`src/rtl/intc_pkg.sv`:
```
package intc_pkg;
    parameter int unsigned SRC_W  = 16;
    parameter int unsigned DATA_W = 32;

    typedef logic [SRC_W-1:0] src_vec_t;

    typedef struct packed {
        src_vec_t stat;
        src_vec_t mask;
        logic     irq;
        logic     recheck;
    } intc_state_t;
endpackage

```
`src/rtl/intc_bus_decode.sv`:
```
module intc_bus_decode #(
    parameter int unsigned         ADDR_W   = 12,
    parameter logic [ADDR_W-1:0]   STAT_OFS = 12'h070,
    parameter logic [ADDR_W-1:0]   MASK_OFS = 12'h074
) (
    input  logic              bus_sel,
    input  logic              bus_we,
    input  logic              bus_size,
    input  logic [ADDR_W-1:0] bus_addr,
    output logic              stat_wr,
    output logic              mask_wr,
    output logic              stat_hit,
    output logic              mask_hit
);
    localparam int unsigned WORD_W = ADDR_W - 2;

    logic [WORD_W-1:0] word_addr;
    logic              lane_ok;
    logic              byte_bit_unused;

    assign word_addr       = bus_addr[ADDR_W-1:2];
    assign byte_bit_unused = bus_addr[0];
    // 32-bit accesses take the whole word; 16-bit only the low halfword lane.
    assign lane_ok  = bus_size || !bus_addr[1];
    assign stat_hit = bus_sel && lane_ok && (word_addr == STAT_OFS[ADDR_W-1:2]);
    assign mask_hit = bus_sel && lane_ok && (word_addr == MASK_OFS[ADDR_W-1:2]);
    assign stat_wr  = stat_hit && bus_we;
    assign mask_wr  = mask_hit && bus_we;
endmodule

```
`src/rtl/intc_core.sv`:
```
module intc_core
    import intc_pkg::*;
#(
    parameter int unsigned SER_BIT = 7,
    parameter int unsigned SND_BIT = 9
) (
    input  logic     clk,
    input  logic     rst_n,
    input  logic     stat_wr,
    input  logic     mask_wr,
    input  src_vec_t wr_val,
    input  src_vec_t src_req,
    input  logic     strap_serial,
    input  logic     strap_sound,
    output src_vec_t stat_q,
    output src_vec_t mask_q,
    output logic     irq_q,
    output logic     recheck_q
);
    intc_state_t state_d, state_q;
    src_vec_t    force_vec;
    src_vec_t    acked;

    // Strap-forced sources, one lane per strap.
    localparam int unsigned N_STRAP = 2;
    localparam int unsigned STRAP_POS [N_STRAP] = '{SER_BIT, SND_BIT};
    logic [N_STRAP-1:0] strap_vec;
    assign strap_vec = {strap_sound, strap_serial};

    always_comb begin
        force_vec = '0;
        for (int k = 0; k < N_STRAP; k++) begin
            if (strap_vec[k]) force_vec[STRAP_POS[k]] = 1'b1;
        end
    end

    always_comb begin
        state_d = state_q;
        acked   = state_q.stat;
        if (stat_wr) begin
            acked = (state_q.stat | force_vec) & state_q.mask & wr_val;
        end
        state_d.stat = acked | src_req;
        if (mask_wr) begin
            state_d.mask = wr_val;
        end
        state_d.irq     = |(state_d.stat & state_d.mask);
        state_d.recheck = mask_wr && (|(state_d.stat & wr_val));
    end

    always_ff @(posedge clk) begin
        if (!rst_n) begin
            state_q <= '0;
        end else begin
            state_q <= state_d;
        end
    end

    assign stat_q    = state_q.stat;
    assign mask_q    = state_q.mask;
    assign irq_q     = state_q.irq;
    assign recheck_q = state_q.recheck;
endmodule

```
`src/rtl/intc_read_mux.sv`:
```
module intc_read_mux
    import intc_pkg::*;
(
    input  logic              bus_we,
    input  logic              stat_hit,
    input  logic              mask_hit,
    input  src_vec_t          stat_q,
    input  src_vec_t          mask_q,
    output logic [DATA_W-1:0] bus_rdata
);
    localparam int unsigned PAD_W = DATA_W - SRC_W;

    always_comb begin
        bus_rdata = '0;
        if (!bus_we) begin
            if (stat_hit)      bus_rdata = {{PAD_W{1'b0}}, stat_q};
            else if (mask_hit) bus_rdata = {{PAD_W{1'b0}}, mask_q};
        end
    end
endmodule

```
`src/rtl/intc_status_mask.sv`:
```
module intc_status_mask
    import intc_pkg::*;
#(
    parameter int unsigned       ADDR_W   = 12,
    parameter logic [ADDR_W-1:0] STAT_OFS = 12'h070,
    parameter logic [ADDR_W-1:0] MASK_OFS = 12'h074,
    parameter int unsigned       SER_BIT  = 7,
    parameter int unsigned       SND_BIT  = 9
) (
    input  logic              clk,
    input  logic              rst_n,
    input  logic              bus_sel,
    input  logic              bus_we,
    input  logic              bus_size,
    input  logic [ADDR_W-1:0] bus_addr,
    input  logic [31:0]       bus_wdata,
    output logic [31:0]       bus_rdata,
    input  logic [15:0]       src_req,
    input  logic              strap_serial,
    input  logic              strap_sound,
    output logic              cpu_irq,
    output logic              recheck_pulse
);
    logic     stat_wr, mask_wr, stat_hit, mask_hit;
    src_vec_t stat_q, mask_q;
    src_vec_t wr_val;
    logic     wdata_hi_unused;

    assign wr_val          = bus_wdata[SRC_W-1:0];
    assign wdata_hi_unused = ^bus_wdata[DATA_W-1:SRC_W];

    intc_bus_decode #(
        .ADDR_W  (ADDR_W),
        .STAT_OFS(STAT_OFS),
        .MASK_OFS(MASK_OFS)
    ) u_dec (
        .bus_sel (bus_sel),
        .bus_we  (bus_we),
        .bus_size(bus_size),
        .bus_addr(bus_addr),
        .stat_wr (stat_wr),
        .mask_wr (mask_wr),
        .stat_hit(stat_hit),
        .mask_hit(mask_hit)
    );

    intc_core #(
        .SER_BIT(SER_BIT),
        .SND_BIT(SND_BIT)
    ) u_core (
        .clk         (clk),
        .rst_n       (rst_n),
        .stat_wr     (stat_wr),
        .mask_wr     (mask_wr),
        .wr_val      (wr_val),
        .src_req     (src_req),
        .strap_serial(strap_serial),
        .strap_sound (strap_sound),
        .stat_q      (stat_q),
        .mask_q      (mask_q),
        .irq_q       (cpu_irq),
        .recheck_q   (recheck_pulse)
    );

    intc_read_mux u_rd (
        .bus_we   (bus_we),
        .stat_hit (stat_hit),
        .mask_hit (mask_hit),
        .stat_q   (stat_q),
        .mask_q   (mask_q),
        .bus_rdata(bus_rdata)
    );
endmodule

```
`config.mk`:
```
export PLATFORM = sky130hd
export DESIGN_NAME = intc_status_mask
export DESIGN_NICKNAME = d
export VERILOG_FILES = /design/src/rtl/intc_pkg.sv /design/src/rtl/intc_bus_decode.sv /design/src/rtl/intc_core.sv /design/src/rtl/intc_read_mux.sv /design/src/rtl/intc_status_mask.sv
export SDC_FILE = /design/constraint.sdc
export NUM_CORES = 1
export LEC_CHECK = 0
export ABC_CLOCK_PERIOD_IN_PS = 2500
export CORE_ASPECT_RATIO = 0.5
export CORE_MARGIN = 10
export CORE_UTILIZATION = 42
export DETAILED_ROUTE_END_ITERATION = 12
export PLACE_DENSITY_LB_ADDON = 0.3
export SLEW_MARGIN = 20
export SYNTH_ARGS = -nofsm -noshare
export SYNTH_HDL_FRONTEND = slang
export SYNTH_SLANG_ARGS = --single-unit
```
`constraint.sdc`:
```
create_clock -name clk -period 2.5 [get_ports clk]
set_input_delay 0.25 -clock clk [delete_from_list [all_inputs] [get_ports clk]]
set_output_delay 0.25 -clock clk [all_outputs]
set_load 0.01 [all_outputs]
```
==> key figures, run 1 <==
Setup path
  – Crit path buffers/inverters: 5
  – R2R setup slack: approximately 1.0 ns
  – Worst reg2reg startpoint: u_core.mask_q[10]
  – Worst setup SP type: input port
  – CP Data Arrival Time: 2.21 ns
  – Max stage delay cell, worst path: clkdlybuf4s50_1
  – Top delay family on crit path: buffers and inverters
  – Reg2reg end: u_core.recheck_q
  – CP required: 2.25 ns
  – Setup crit end kind: output port
  – Crit path largest cell delay: 0.40 ns
  – Worst-path maximum fanout: 6
  – Critical path type: input port to output port
  – Most frequent CP cell: buf_4
  – Worst R2R Path Depth: 5
  – Crit-path cells: clkdlybuf4s50_1 -> or3_4 -> buf_4 -> nor2_2 -> nand3b_1 -> buf_4 -> buf_4 -> nor2_1 -> dlygate4sd2_1

Die
  – Die W: between 100 and 150 um
  – Rows: 18
  – I/O Pins: 101
  – Die Y: 71.64 um
  – Initial Utilization: 0.4439
  – Die Area: about 0.0088 mm2
  – CORE AREA: between 0.005 and 0.006 mm2

Finish
  – Area growth syn-to-layout: 43.35%
  – Fillers: 459
  – Ant. Diodes: 0
  – Fraction of layout cells with a size suffix above 1: 0.1367
  – Final Cell Area: 0.003211 mm2
  – Non-filler cells, final: 465
  – NumNets Final: 461
  – Fin util: 0.6364

Logic synthesis
  – Syn Area/Cell: 7.343 um2
  – Async SR Flop Fraction: 0
  – Post-synthesis cell count: 305
  – Unique cell type count in the Yosys netlist: 40
  – Number of flops mapped to enable cells by yosys: 0
  – Register area share after synthesis: 0.3039
  – Synth Flop Type: dfxtp_1
  – FF+latch count, synth: 34
  – Synth warnings: 0
  – Synthesized area: 0.002240 mm2

Clocking
  – Clock Sinks: 34
  – CTS buffer count: 5
  – Clock Tree Buf Depth: 2
  – Clock-pin slew on the worst setup and hold paths: 0.07 ns
  – CTS HTree Levels: 2
  – Clk_lat worst skew: 0.30 ns
  – Root Buffer: clkbuf_8
  – TritonCTS clock tree: done
  – Hold-fix buffers, CTS: 0

Route
  – ANT nets after route: 0
  – Drt drc: 0
  – Routed wire length: roughly 7500 um
  – Initial DRC Count: 209
  – Wire length per cell: 16.11 um
  – First drt pass iteration count: 5
  – Via Count: approximately 2,600
  – Via/cell ratio: 5.488

Timing
  – Fin crit share: 0.9830
  – Slew Viols, Final: 0
  – Setup_tns: 0 ns
  – Skew final: 0.007857 ns
  – Final min period: about 2.5 ns
  – Setup ws final: 0.04250 ns
  – Hold Vio Cnt, Final: 0
  – Setup-failing EPs final: 0
  – Maximum clock rate: just over 400 MHz
  – Unrepaired setup endpoints after global routing: yes

Global routing
  – Vias in the first global route: ~2,400
  – Global-route wire length before repair: 11,810 um
  – GRT Util Overall: 0.1642
  – Grt ovf: 0
  – Largest net degree at the start of global routing: 33
  – Initial antenna violation count: 0

Min path
  – Hold wc startpoint: u_core.mask_q[0]
  – Worst hold endpoint: u_core.mask_q[0]
  – Hold path depth: 2
  – Worst min path class: flip-flop to flip-flop

Status
  – Outcome: complete, no violations

Placement
  – IO Port Bufs: 67
  – Dpl ws: -0.3112 ns
  – Placed cell area: 0.003085 mm2
  – RePlAce Congestion: 0.9164
  – Hpwl dp: 5828 um
  – DP Cell Count: 455

Power
  – Pleak: 1.218 nW
  – PwrDens: 402.1 mW/mm2
  – Maximum VDD drop: 0.0001987 V

Job
  – Maxcap violations: 0
## cell usage after synthesis, drive strengths merged (2+ instances only)
library cell	number	area, um2
nand3	3	20.02
o311ai	2	17.52
nand4	3	18.77
nor3	14	70.07
o31a	8	70.07
nor4b	2	30.03
a21oi	27	135.1
or2	2	12.51
buf	23	165.2
nand2	56	210.2
and2	2	12.51
clkbuf	7	26.28
o22ai	15	93.84
mux2i	21	210.2
o21ai	14	70.06
dfxtp	34	680.7
nor2	44	172.7
a211oi	13	97.59
## metrics by stage
stage / power, mW / hold WS, ns
after detailed placement: 0.8064 / 0.4911
final: 1.291 / 0.5043
after global placement: 0.8002 / 0.4860
after global routing: 1.340 / 0.5424
after floorplan: 0.6922 / 0.3674
after CTS: 1.292 / 0.4993
## state kept, by name (all words and copies together), names as in the netlist
register / flops
u_core.stat_q: 16
u_core.mask_q: 16
u_core.recheck_q: 1
u_core.irq_q: 1
## worst min-delay path, cell delays in order, from the launching register on
cell and delay, ns:
dfxtp_1 0.34, nand2_1 0.07, a21oi_1 0.05
## layout make-up
cell class                 count  area, um2  area share
inverter                       2      7.507    0.002338
tap                           70      87.58     0.02728
clock buffer                   8      110.1     0.03429
sequential                    34      680.7      0.2120
multi-input combinational    254       1435      0.4470
timing repair buffer          97      889.6      0.2771
## placed cells by master, fill, tap and decap left out, drive strengths merged
cell type       n
clkdlybuf4s50  51
o311ai          2
nand2b          1
o21ai          14
mux2i          21
or2             2
clkinv          1
clkbuf          9
and2b           1
conb           16
or4b            1
buf            30
nand2          56
o31a            8
dfxtp          34
a41oi           1
clkdlybuf4s15   4
or4             1
nor2           44
or3             1
nor4            1
and3            1
dlygate4sd2    11
nor4b           2
nand3b          1
o22ai          15
nor3           14
nand4           3
a31o            1
and2            2
a211oi         13
nand3           3
inv             1
o21bai          1
and4            1
a21oi          27
## where the power goes
part	switching, mW	internal [mW]	total, mW
combinational	0.104	0.120	0.224
sequential	0.0175	0.560	0.578
clock	0.211	0.278	0.490
## worst max path at each step
| stage | to | cells after the start | slack (ns) | from |
|---|---|---|---|---|
| 6_report | bus_rdata[1] | 9 | 0.04 | bus_addr[11] |
| 5_1_grt | u_core.recheck_q | 10 | -0.01 | bus_addr[11] |
| 4_1_cts | u_core.recheck_q | 8 | 0.02 | bus_addr[11] |
| 3_5_place_dp | u_core.recheck_q | 8 | -0.31 | bus_addr[11] |
| 3_3_place_gp | u_core.recheck_q | 8 | -0.31 | bus_addr[11] |
| 2_1_floorplan | u_core.recheck_q | 8 | 0.28 | bus_addr[11] |
## cell families (layout without fill, tap and decap cells)
logic type | count (synthesis) | after routing | share of synthesized area
and+or+nand+nor | 135 | 135 | 0.2844
AOI/OAI and AO/OA | 82 | 82 | 0.2274
DFF | 34 | 34 | 0.3039
buffers and inverters | 32 | 107 | 0.08883
muxes | 21 | 21 | 0.09385
other | 1 | 16 | 0.001674
## timing repair
action / 4_1_cts / 5_1_grt
setup endpoints to repair: 16 / 7
endpoints found under the hold margin: 0 / 0
buffers inserted: 1 / 1
gates resized for setup: 18 / 12
pin swaps: 0 / 4
## per-layer routing
layer | part of all wire | track usage
met5 | 0 | 0
met4 | 0.011 | 0.05648
met3 | 0.11 | 0.04066
met2 | 0.45 | 0.2662
met1 | 0.43 | 0.2081
(Power assumes the default switching activity.)
==> run 2: changes to the inputs <==
CORE_UTILIZATION = 43   (was 42)
CTS_BUF_LIST = sky130_fd_sc_hd__clkbuf_8   (was unset)
==> run 2 against run 1 <==
Compared with the run above:
- die area down 1.8%
- design area grew 0.12%
- sequential cell count did not move
- total power down 6.4%
- sequential power about the same
- first-iteration DRC count down 14%
- clock power fell by 17%
- routed wire length rose by 2.9%
- count of clock-buffer cells in the layout shrank 2
- critical endpoint is now u_core.irq_q
==> key figures, run 2 (same netlist as run 1, synthesis figures left out) <==
Status
  – Outcome: complete, no violations

Placement
  – IO Port Bufs: 67
  – RePlAce Congestion: 0.9074
  – Placed cell area: ~0.0031 mm2
  – Hpwl dp: 5917 um
  – DP Cell Count: 456

Setup path
  – Crit-path cells: clkdlybuf4s50_1 -> nor4b_2 -> and3_4 -> buf_4 -> and4_1 -> buf_4 -> mux2i_1 -> nor2_1 -> a211oi_1 -> a41oi_1
  – Crit path largest cell delay: between 0.4 and 0.5 ns
  – Max stage delay cell, worst path: clkdlybuf4s50_1
  – Worst-path maximum fanout: 6
  – Top delay family on crit path: simple AND/OR/NAND/NOR gates
  – Worst setup SP type: input port
  – Critical path type: input port to flip-flop
  – CP required: 2.64 ns
  – CP Data Arrival Time: between 2 and 3 ns
  – Most frequent CP cell: buf_4
  – Crit path buffers/inverters: 3
  – Setup crit end kind: flip-flop

Power
  – Cell-internal power: approximately 0.89 mW
  – Pleak: around 1.3 nW
  – Combinational Power Share: 0.185
  – NetSw: between 0.3 and 0.4 mW
  – Net Sw Frac: 0.2630
  – Seq pwr share: 0.478
  – Maximum VDD drop: 0.0002335 V
  – PwrDens: ~380 mW/mm2
  – Clock power frac: 0.337

Finish
  – Most frequent cells in the layout: nand2_1, clkdlybuf4s50_1, nor2_1
  – Fillers: 439
  – Final Cell Area: 0.003214 mm2
  – Ant. Diodes: 0
  – NumNets Final: between 400 and 500
  – Non-filler cells, final: 463
  – Commonest non-fill, non-tap cell in the layout: nand2_1
  – Fraction of layout cells with a size suffix above 1: 0.1298
  – Area growth syn-to-layout: 43.52%

Clocking
  – TritonCTS clock tree: done
  – CTS buffer count: 5
  – Hold-fix buffers, CTS: 0
  – Clock-pin slew on the worst setup and hold paths: 0.07 ns
  – Clock Tree Buf Depth: 2
  – Clk_lat worst skew: 0.29 ns
  – Clock Sinks: 34
  – CTS HTree Levels: 2
  – Root Buffer: clkbuf_8

Die
  – I/O Pins: a little over 100
  – CORE AREA: between 0.004 and 0.005 mm2
  – Die Y: ~71 um
  – Die W: 122.1 um
  – Die Area: 0.008670 mm2
  – Initial Utilization: 0.4500
  – Rows: 18

Global routing
  – Initial antenna violation count: 0
  – Vias in the first global route: 2,459
  – Global-route wire length before repair: 12,390 um
  – Grt ovf: 0
  – GRT Util Overall: 0.1731
  – Largest net degree at the start of global routing: 22

Timing
  – Skew final: approximately 0.0057 ns
  – Hold Vio Cnt, Final: 0
  – Setup-failing EPs final: 0
  – Final min period: 2.410 ns
  – Setup_tns: 0 ns
  – Fin crit share: 0.9641
  – Slew Viols, Final: 0
  – Maximum clock rate: a little over 400 MHz

Route
  – First drt pass iteration count: 4
  – Drt drc: 0
  – Via Count: 2,575
  – Wire length per cell: about 17 um
  – ANT nets after route: 0
  – Initial DRC Count: between 150 and 200
  – Routed wire length: 7713 um
  – Via/cell ratio: 5.562

Job
  – Maxcap violations: 0

Min path
  – Worst min path class: input port to flip-flop
run 2: cell count changes in the layout (fill, tap and decap cells not counted), moves of 2 or more:
cell / delta
clkdlybuf4s50_1: -3
o21ai_1: +3
dlymetal6s2s_1: +9
o21ai_0: -3
clkbuf_8: -2
clkdlybuf4s15_1: -4
run 2: what timing repair did:
action / in CTS / in global routing
pin swaps: 5 / 8
setup endpoints to repair: 17 / 8
buffers inserted: 1 / 0
endpoints found under the hold margin: 0 / 0
gates resized for setup: 21 / 10
run 2: final timing paths:
check / startpoint / to / slack (ns) / cells past startpoint
setup / recovery: bus_addr[9] / u_core.irq_q / 0.09 / 10
setup reg to reg: u_core.mask_q[12] / u_core.recheck_q / 0.98 / 5
hold / removal: bus_addr[11] / u_core.recheck_q / 0.41 / 4
hold reg to reg: u_core.mask_q[15] / u_core.mask_q[15] / 0.51 / 2
run 2: cell type report:
cell class,instances,area (um2),area share
Clock buffer,6,82.58,0.02569
Inverter,2,7.507,0.002336
Multi-Input combinational cell,254,1434,0.4461
Sequential cell,34,680.7,0.2118
Tap cell,70,87.58,0.02725
Timing Repair Buffer,97,922.1,0.2869
run 2: metrics by stage:
stage / hold slack, ns / utilization / total power, mW / setup WS (ns)
after global placement: 0.4832 / 0.6214 / 0.7989 / -0.2384
after CTS: 0.5038 / 0.6403 / 1.206 / -0.006719
after global routing: 0.4300 / 0.6458 / 1.252 / -0.01741
final: 0.4131 / 0.6458 / 1.209 / 0.08982
after floorplan: 0.3674 / - / 0.6922 / 0.2775
after detailed placement: 0.4946 / 0.6214 / 0.8055 / -0.3278
run 2: metal layers:
metal | global-route usage | share of wire
met2 | 0.2732 | 0.46
met4 | 0.04286 | 0.0066
met5 | 0 | 0
met3 | 0.06809 | 0.11
met1 | 0.2162 | 0.42
run 2: worst reg2reg max path, stage by stage, from the launching register on:
cell	delay (ns)
dfxtp_1	0.35
o31a_1	0.31
o21ai_1	0.19
nand4_1	0.14
nor4_2	0.30
a211oi_1	0.11
run 2: power groups by stage:
stage / Clock, mW / Sequential (mW) / Combinational (mW)
finish: 0.407 / 0.578 / 0.224
global route: 0.429 / 0.581 / 0.242
CTS: 0.409 / 0.577 / 0.220
detailed placement: 0 / 0.589 / 0.216
global placement: 0 / 0.588 / 0.210
floorplan: 0 / 0.584 / 0.108
